===== src/rtl/uart_fe_pkg.sv =====
package uart_fe_pkg;

  // Decoded frame format
  typedef struct packed {
    logic [3:0] dataBits;
    logic       parEn;
    logic       parOdd;
    logic       twoStop;
    logic       twoWire;
  } frameCfgT;

  // What the transmit line driver puts out
  typedef enum logic [1:0] {
    LINE_HIGH = 2'd0,
    LINE_LOW  = 2'd1,
    LINE_DATA = 2'd2,
    LINE_PAR  = 2'd3
  } lineSelT;

  typedef enum logic [2:0] {
    T_IDLE, T_START, T_DATA, T_PAR, T_STOP
  } txStateT;

  typedef enum logic [2:0] {
    R_IDLE, R_START, R_DATA, R_PAR, R_STOP
  } rxStateT;

  // Strobes from control to datapath
  typedef struct packed {
    logic    txLoad;
    logic    txShift;
    lineSelT txSel;
    logic    rxClear;
    logic    rxShift;
    logic    rxParChk;
    logic    rxStopChk;
  } strobeT;

  // Field positions inside control bits 21:15
  function automatic frameCfgT decodeCfg(input logic [21:15] f);
    frameCfgT c;
    c.dataBits = 4'd8 - {2'b00, f[21:20]};
    c.parEn    = f[19];
    c.parOdd   = f[18];
    c.twoStop  = (f[17:16] == 2'b01);
    c.twoWire  = f[15];
    return c;
  endfunction

  function automatic logic [7:0] widthMask(input logic [3:0] n);
    return 8'hFF >> (4'd8 - n);
  endfunction

endpackage


===== src/rtl/uart_fe_ctrl.sv =====
module uart_fe_ctrl
  import uart_fe_pkg::*;
#(
  parameter int OVERSAMPLE = 4
) (
  input  logic       clk,
  input  logic       rst_n,
  input  logic       tick,
  input  logic [3:0] dataBits,
  input  logic       parEn,
  input  logic       twoStop,
  input  logic       txValid,
  output logic       txReady,
  output logic       txBusy,
  input  logic       rxSync,
  input  logic       rxFall,
  output strobeT     strb
);

  localparam int CNT_W = (OVERSAMPLE > 2) ? $clog2(OVERSAMPLE) : 1;
  localparam logic [CNT_W-1:0] CNT_LAST = CNT_W'(OVERSAMPLE - 1);
  localparam logic [CNT_W-1:0] CNT_MID  = CNT_W'(OVERSAMPLE / 2 - 1);

  txStateT          txState;
  logic [CNT_W-1:0] txCnt;
  logic [2:0]       txIdx;
  logic             txStop2;

  rxStateT          rxState;
  logic [CNT_W-1:0] rxCnt;
  logic [2:0]       rxIdx;

  logic txBitEnd, txLastData, rxSamp, rxLastData;

  assign txBitEnd   = (txState != T_IDLE) && tick && (txCnt == CNT_LAST);
  assign txLastData = ({1'b0, txIdx} == (dataBits - 4'd1));
  assign rxSamp     = (rxState != R_IDLE) && tick && (rxCnt == CNT_MID);
  assign rxLastData = ({1'b0, rxIdx} == (dataBits - 4'd1));

  assign txReady = (txState == T_IDLE);
  assign txBusy  = (txState != T_IDLE);

  // Transmit sequencer
  always_ff @(posedge clk or negedge rst_n) begin
    if (!rst_n) begin
      txState <= T_IDLE;
      txCnt   <= '0;
      txIdx   <= '0;
      txStop2 <= 1'b0;
    end else if (txState == T_IDLE) begin
      if (txValid) begin
        txState <= T_START;
        txCnt   <= '0;
        txIdx   <= '0;
        txStop2 <= 1'b0;
      end
    end else if (tick) begin
      if (txCnt != CNT_LAST) begin
        txCnt <= txCnt + 1'b1;
      end else begin
        txCnt <= '0;
        unique case (txState)
          T_START: txState <= T_DATA;
          T_DATA: begin
            if (txLastData) txState <= parEn ? T_PAR : T_STOP;
            else            txIdx   <= txIdx + 3'd1;
          end
          T_PAR: txState <= T_STOP;
          T_STOP: begin
            if (twoStop && !txStop2) txStop2 <= 1'b1;
            else begin
              txStop2 <= 1'b0;
              txState <= T_IDLE;
            end
          end
          default: txState <= T_IDLE;
        endcase
      end
    end
  end

  // Receive sequencer
  always_ff @(posedge clk or negedge rst_n) begin
    if (!rst_n) begin
      rxState <= R_IDLE;
      rxCnt   <= '0;
      rxIdx   <= '0;
    end else if (rxState == R_IDLE) begin
      if (rxFall) begin
        rxState <= R_START;
        rxCnt   <= '0;
        rxIdx   <= '0;
      end
    end else if (tick) begin
      rxCnt <= (rxCnt == CNT_LAST) ? '0 : rxCnt + 1'b1;
      if (rxSamp) begin
        unique case (rxState)
          R_START: rxState <= rxSync ? R_IDLE : R_DATA;
          R_DATA: begin
            if (rxLastData) rxState <= parEn ? R_PAR : R_STOP;
            else            rxIdx   <= rxIdx + 3'd1;
          end
          R_PAR:   rxState <= R_STOP;
          R_STOP:  rxState <= R_IDLE;
          default: rxState <= R_IDLE;
        endcase
      end
    end
  end

  // Strobes for the datapath
  always_comb begin
    strb           = '0;
    strb.txLoad    = (txState == T_IDLE) && txValid;
    strb.txShift   = txBitEnd && (txState == T_DATA);
    unique case (txState)
      T_START: strb.txSel = LINE_LOW;
      T_DATA:  strb.txSel = LINE_DATA;
      T_PAR:   strb.txSel = LINE_PAR;
      default: strb.txSel = LINE_HIGH;
    endcase
    strb.rxClear   = (rxState == R_IDLE) && rxFall;
    strb.rxShift   = rxSamp && (rxState == R_DATA);
    strb.rxParChk  = rxSamp && (rxState == R_PAR);
    strb.rxStopChk = rxSamp && (rxState == R_STOP);
  end

endmodule


===== src/rtl/uart_fe_dp.sv =====
module uart_fe_dp
  import uart_fe_pkg::*;
#(
  parameter int SYNC_STAGES = 2
) (
  input  logic       clk,
  input  logic       rst_n,
  input  logic [3:0] dataBits,
  input  logic       parOdd,
  input  strobeT     strb,
  input  logic [7:0] txData,
  output logic       txLine,
  input  logic       rxLine,
  output logic       rxSync,
  output logic       rxFall,
  input  logic       errClear,
  output logic       rxValid,
  output logic [7:0] rxData,
  output logic       parityErr,
  output logic       frameErr
);

  logic [SYNC_STAGES-1:0] syncQ;
  logic                   rxPrevQ;
  logic [7:0]             txShQ, rxShQ, txMasked;
  logic                   txParQ, txLineQ, parMismatch;

  assign txMasked    = txData & widthMask(dataBits);
  assign rxSync      = syncQ[SYNC_STAGES-1];
  assign rxFall      = rxPrevQ && !rxSync;
  assign parMismatch = (^rxShQ) ^ rxSync ^ parOdd;
  assign txLine      = txLineQ;

  // Input synchronizer and edge history
  always_ff @(posedge clk or negedge rst_n) begin
    if (!rst_n) begin
      syncQ   <= '1;
      rxPrevQ <= 1'b1;
    end else begin
      syncQ   <= {syncQ[SYNC_STAGES-2:0], rxLine};
      rxPrevQ <= rxSync;
    end
  end

  // Transmit shifter and line register
  always_ff @(posedge clk or negedge rst_n) begin
    if (!rst_n) begin
      txShQ   <= '0;
      txParQ  <= 1'b0;
      txLineQ <= 1'b1;
    end else begin
      if (strb.txLoad) begin
        txShQ  <= txMasked;
        txParQ <= (^txMasked) ^ parOdd;
      end else if (strb.txShift) begin
        txShQ <= txShQ >> 1;
      end
      unique case (strb.txSel)
        LINE_LOW:  txLineQ <= 1'b0;
        LINE_DATA: txLineQ <= txShQ[0];
        LINE_PAR:  txLineQ <= txParQ;
        default:   txLineQ <= 1'b1;
      endcase
    end
  end

  // Receive shifter, delivery and sticky flags
  always_ff @(posedge clk or negedge rst_n) begin
    if (!rst_n) begin
      rxShQ     <= '0;
      rxValid   <= 1'b0;
      rxData    <= '0;
      parityErr <= 1'b0;
      frameErr  <= 1'b0;
    end else begin
      if (strb.rxClear)      rxShQ <= '0;
      else if (strb.rxShift) rxShQ <= {rxSync, rxShQ[7:1]};

      rxValid <= strb.rxStopChk;
      if (strb.rxStopChk) rxData <= rxShQ >> (4'd8 - dataBits);

      if (strb.rxParChk && parMismatch) parityErr <= 1'b1;
      else if (errClear)                parityErr <= 1'b0;

      if (strb.rxStopChk && !rxSync) frameErr <= 1'b1;
      else if (errClear)             frameErr <= 1'b0;
    end
  end

endmodule


===== src/rtl/uart_frame_engine.sv =====
module uart_frame_engine
  import uart_fe_pkg::*;
#(
  parameter int OVERSAMPLE  = 4,
  parameter int SYNC_STAGES = 2
) (
  input  logic         clk,
  input  logic         rst_n,
  input  logic         tick,
  input  logic [21:15] cfgBits,
  input  logic         txValid,
  input  logic [7:0]   txData,
  output logic         txReady,
  output logic         txBusy,
  output logic         txLine,
  input  logic         rxLine,
  output logic         rxValid,
  output logic [7:0]   rxData,
  output logic         parityErr,
  output logic         frameErr,
  input  logic         errClear,
  output logic         flowCtlEn
);

  frameCfgT cfg;
  strobeT   strb;
  logic     rxSync, rxFall;

  assign cfg       = decodeCfg(cfgBits);
  assign flowCtlEn = !cfg.twoWire;

  uart_fe_ctrl #(.OVERSAMPLE(OVERSAMPLE)) u_ctrl (
    .clk      (clk),
    .rst_n    (rst_n),
    .tick     (tick),
    .dataBits (cfg.dataBits),
    .parEn    (cfg.parEn),
    .twoStop  (cfg.twoStop),
    .txValid  (txValid),
    .txReady  (txReady),
    .txBusy   (txBusy),
    .rxSync   (rxSync),
    .rxFall   (rxFall),
    .strb     (strb)
  );

  uart_fe_dp #(.SYNC_STAGES(SYNC_STAGES)) u_dp (
    .clk       (clk),
    .rst_n     (rst_n),
    .dataBits  (cfg.dataBits),
    .parOdd    (cfg.parOdd),
    .strb      (strb),
    .txData    (txData),
    .txLine    (txLine),
    .rxLine    (rxLine),
    .rxSync    (rxSync),
    .rxFall    (rxFall),
    .errClear  (errClear),
    .rxValid   (rxValid),
    .rxData    (rxData),
    .parityErr (parityErr),
    .frameErr  (frameErr)
  );

endmodule


===== config.mk =====
export PLATFORM = sky130hd
export DESIGN_NAME = uart_frame_engine
export DESIGN_NICKNAME = d
export VERILOG_FILES = /design/src/rtl/uart_fe_pkg.sv /design/src/rtl/uart_fe_ctrl.sv /design/src/rtl/uart_fe_dp.sv /design/src/rtl/uart_frame_engine.sv
export SDC_FILE = /design/constraint.sdc
export NUM_CORES = 1
export LEC_CHECK = 0
export CAP_MARGIN = 40
export CELL_PAD_IN_SITES_DETAIL_PLACEMENT = 1
export CELL_PAD_IN_SITES_GLOBAL_PLACEMENT = 1
export CORE_MARGIN = 10
export CORE_UTILIZATION = 43
export DETAILED_ROUTE_END_ITERATION = 16
export GPL_TIMING_DRIVEN = 0
export PLACE_DENSITY_LB_ADDON = 0.1
export SLEW_MARGIN = 10
export SYNTH_ARGS = -nofsm -noshare
export SYNTH_HDL_FRONTEND = slang
export SYNTH_SLANG_ARGS = --single-unit

===== constraint.sdc =====
create_clock -name clk -period 2.2 [get_ports clk]
set_clock_uncertainty 0.05 [all_clocks]
set_input_delay 0.66 -clock clk [delete_from_list [all_inputs] [get_ports clk]]
set_output_delay 0.66 -clock clk [all_outputs]
set_load 0.01 [all_outputs]

==> summary.txt, run 1 <==
Finish
  – Fill cell count: 668
  – Nets: 335
  – Area Growth Syn to Fin: 27.8%
  – Ant. Diodes: 0
  – Fraction of layout cells with a size suffix above 1: 17.9%
  – Post-route insts no fill: 383
  – Final Core Density: 57.4%

Detailed routing
  – First-pass DRT Iterations: 4
  – Post-route ant nets: 0
  – Via/cell ratio: 5.60
  – DR vias: 2,145
  – WL per Instance: 17.6 µm
  – # DRC: 0
  – Total wire length: 6.74 mm
  – Starting DRT DRC Count: 54

Timing
  – Min Tclk post-route: 2.14 ns
  – Achievable Freq: 468 MHz
  – Fin crit share: 97.2%
  – Hold Slack: 0.223 ns
  – Total negative slack: 0 ns
  – Final Hold Fails: 0
  – RSZ-0062 raised after global routing: no
  – Final setup vio count: 0
  – Final count of pins violating max slew: 0
  – Worst-Margin Slew: 0.526 ns
  – Slew headroom: 64.9%

Die
  – Initial core utilization: 44.9%
  – Std-Cell Rows: 28
  – Die area: 0.00987 mm²
  – Placeable Area: 0.00603 mm²
  – I/O pin total: 36
  – Die Span X: 99.4 µm
  – Die Y: 99.4 µm

Yosys
  – Synth area leaders: dfrtp_1 (42%), mux2i_1 (4.4%), nand2_1 (4.3%)
  – Syn avg cell area: 10.4 µm²
  – Yosys reg bits: 49
  – Post-synthesis sequential area ratio: 45.5%
  – Area of the mapped netlist: 0.00271 mm²
  – Synth Area in Adders: 3.23%
  – Synth top cells by count: dfrtp_1 (45), nand2_1 (31), nor2_1 (19), a21oi_1 (17)
  – Largest family of logic cells by synthesized area: compound AO/OA/AOI/OAI gates
  – Yosys warning count: 0
  – EDFF count, synth: 0
  – Synth top area share: 41.6%
  – Simple-gate share of the synthesized area: 13.2%
  – Syn_nets: 288
  – Syn Inst Count: 260
  – Area leader, netlist: dfrtp_1
  – Most used DFF post-synth: dfrtp_1
  – Compound-Gate Fraction of Synth Area: 15.4%
  – Distinct cells, synth: 52
  – Synth async-reset ratio: 100%
  – Top-count cell post-synth: dfrtp_1
  – Mux cell area share after synthesis: 11.4%
  – Xor and xnor area share after synthesis: 7.02%

Setup path
  – Critical Path AT: 2.28 ns
  – Reg2reg setup slack: 0.13 ns
  – Critical path type: in -> reg
  – Worst EP required: 2.34 ns
  – Critical R2R Launch: u_ctrl.rxCnt[1]$_DFFE_PN0P_
  – Largest fanout on the critical path: 10
  – Worst Setup Start Kind: input pin
  – Worst R2R Path Depth: 7
  – Setup crit end kind: flop
  – Capturing point of the worst reg2reg path: u_dp.rxData[3]$_DFFE_PN0N_

CTS
  – Worst-path clk slew: 0.09 ns
  – H-tree Lvls: 2
  – CTS tree: done
  – Hold-fix buffers at CTS: 0
  – Clock buffer depth: 2
  – CTS root buffer: clkbuf_8
  – Worst skew pair latency: 0.30 ns
  – Clock Sinks: 49
  – CTS Buf Count: 5

Placement
  – GP Congestion: 0.794
  – Hpwl dp: 4.88 mm
  – # placed instances: 371
  – Number of port buffers: 35

Hold path
  – Hold WC Path Type: in -> async

GRT
  – Global-route wire length before repair: 11.6 mm
  – Largest net degree at the start of global routing: 34
  – Vias in the first global route: 2,333
  – Overflow after GRT: 0
  – Initial antenna violation count: 0
  – Global-route total usage across every layer: 14.1%

Power
  – Pwr Total: 3.64 mW
  – Maximum VDD drop: 0.000457 V
  – Pwr/cell area: 1050 mW/mm²
  – Leakage Power: 1.56 nW

Flow run
  – Max-cap violations: 0

Status
  – Status: finished, final reports clean
-- flip-flops by register name (all words and copies together) (netlist names), 3 cells and up --
register	count
u_ctrl.rxIdx	3
u_dp.rxShQ	8
u_ctrl.rxState	3
u_dp.rxData	8
u_ctrl.txIdx	3
u_dp.txShQ	8
u_ctrl.txState	3
-- how the worst max path moves through the flow --
| stage | startpoint | end | cells past startpoint |
|---|---|---|---|
| after floorplan | cfgBits[20] | u_dp.rxData[0]$_DFFE_PN0N_ | 7 |
| after detailed placement | cfgBits[20] | u_ctrl.txState[1]$_DFFE_PN0P_ | 9 |
| after CTS | cfgBits[20] | u_ctrl.rxIdx[2]$_DFFE_PN0P_ | 9 |
| final | cfgBits[20] | u_dp.rxData[0]$_DFFE_PN0N_ | 8 |
| after global placement | rst_n | u_dp.txShQ[0]$_DFFE_PN0P_ | 1 |
| after global routing | cfgBits[15] | flowCtlEn | 3 |
-- kinds of logic after synthesis --
logic type	after synthesis
and+or+nand+nor	77
AOI/OAI and AO/OA	60
DFF	49
buffers and inverters	27
muxes	23
xor gates and xnor gates	17
adders and majority gates	7
-- metal layers --
metal | share of wire [%] | GRT usage (%)
met4 | 1.2 | 3.64
met5 | 0 | 0
met3 | 3.7 | 3.32
met1 | 46 | 18.2
met2 | 49 | 23.3
-- stage by stage --
step,instance area [µm²],worst slack [ns]
after detailed placement,3240,-0.925
final,3460,0.0613
after CTS,3420,0.00239
after floorplan,2780,-0.101
after global routing,3460,0.0130
after global placement,3220,-1.06
-- cell type report --
type | instances | area [µm²] | share of cell area [%]
Clock inverter | 1 | 5.00 | 0.145
Inverter | 13 | 51.3 | 1.48
Multi-Input combinational cell | 184 | 1470 | 42.4
Buffer | 14 | 120 | 3.47
Clock buffer | 7 | 96.3 | 2.78
Timing Repair Buffer | 40 | 394 | 11.4
Tap cell | 75 | 93.8 | 2.71
Sequential cell | 49 | 1230 | 35.7
-- power breakdown --
| group | internal, mW | total [mW] | switching [mW] |
|---|---|---|---|
| logic | 0.821 | 1.54 | 0.719 |
| clock network | 0.285 | 0.590 | 0.305 |
| registers | 1.19 | 1.51 | 0.325 |
-- placed cells by master, fill, tap and decap left out, types with 2 or more instances in the layout --
cell type,instances
a31o_2,2
ha_1,6
o21ai_1,6
a21oi_1,17
dfrtp_1,43
xnor3_1,3
buf_4,3
dfrtp_2,2
and3_1,3
a21o_1,2
clkbuf_2,2
a32o_1,4
buf_12,2
mux2_4,4
nand2_1,31
a31oi_1,4
xnor2_4,2
mux2i_4,2
xnor2_1,11
mux2i_1,10
buf_6,4
mux4_2,5
buf_2,3
dlygate4sd2_1,4
clkbuf_8,7
nand3_1,8
clkbuf_1,5
nand2b_1,4
o31ai_1,2
o21ai_0,4
nor2_1,19
clkdlybuf4s50_1,28
o22ai_1,2
o21a_1,2
dfstp_2,4
inv_1,11
nor2b_1,2
a22o_1,4
-- worst max-delay path: stages --
cell and delay, ns:
buf_6 0.08, clkbuf_16 0.12, buf_12 0.12, inv_4 0.05, ha_4 0.35, buf_8 0.13, mux4_2 0.48, mux2_4 0.28
-- what timing repair did --
item                                    4_1_cts  5_1_grt
endpoints found under the setup margin       23       12
endpoints found under the hold margin         0        0
buffers inserted                              4        0
pin swaps                                     4        4
gates resized for setup                      23       11
No activity file was read; power rests on OpenSTA's default activity.
==> run 2, diff against run 1 <==
--- a/config.mk
+++ b/config.mk
@@ -5,6 +5,7 @@
 export SDC_FILE = /design/constraint.sdc
 export NUM_CORES = 1
 export LEC_CHECK = 0
+export ABC_CLOCK_PERIOD_IN_PS = 2200
 export CAP_MARGIN = 40
 export CELL_PAD_IN_SITES_DETAIL_PLACEMENT = 1
 export CELL_PAD_IN_SITES_GLOBAL_PLACEMENT = 1
@@ -12,6 +13,7 @@
 export CORE_UTILIZATION = 43
 export DETAILED_ROUTE_END_ITERATION = 16
 export GPL_TIMING_DRIVEN = 0
+export HOLD_SLACK_MARGIN = 0.1
 export PLACE_DENSITY_LB_ADDON = 0.1
 export SLEW_MARGIN = 10
 export SYNTH_ARGS = -nofsm -noshare
==> results of run 2 <==
Final layout, timing and power as in run 1 (identical DEF).
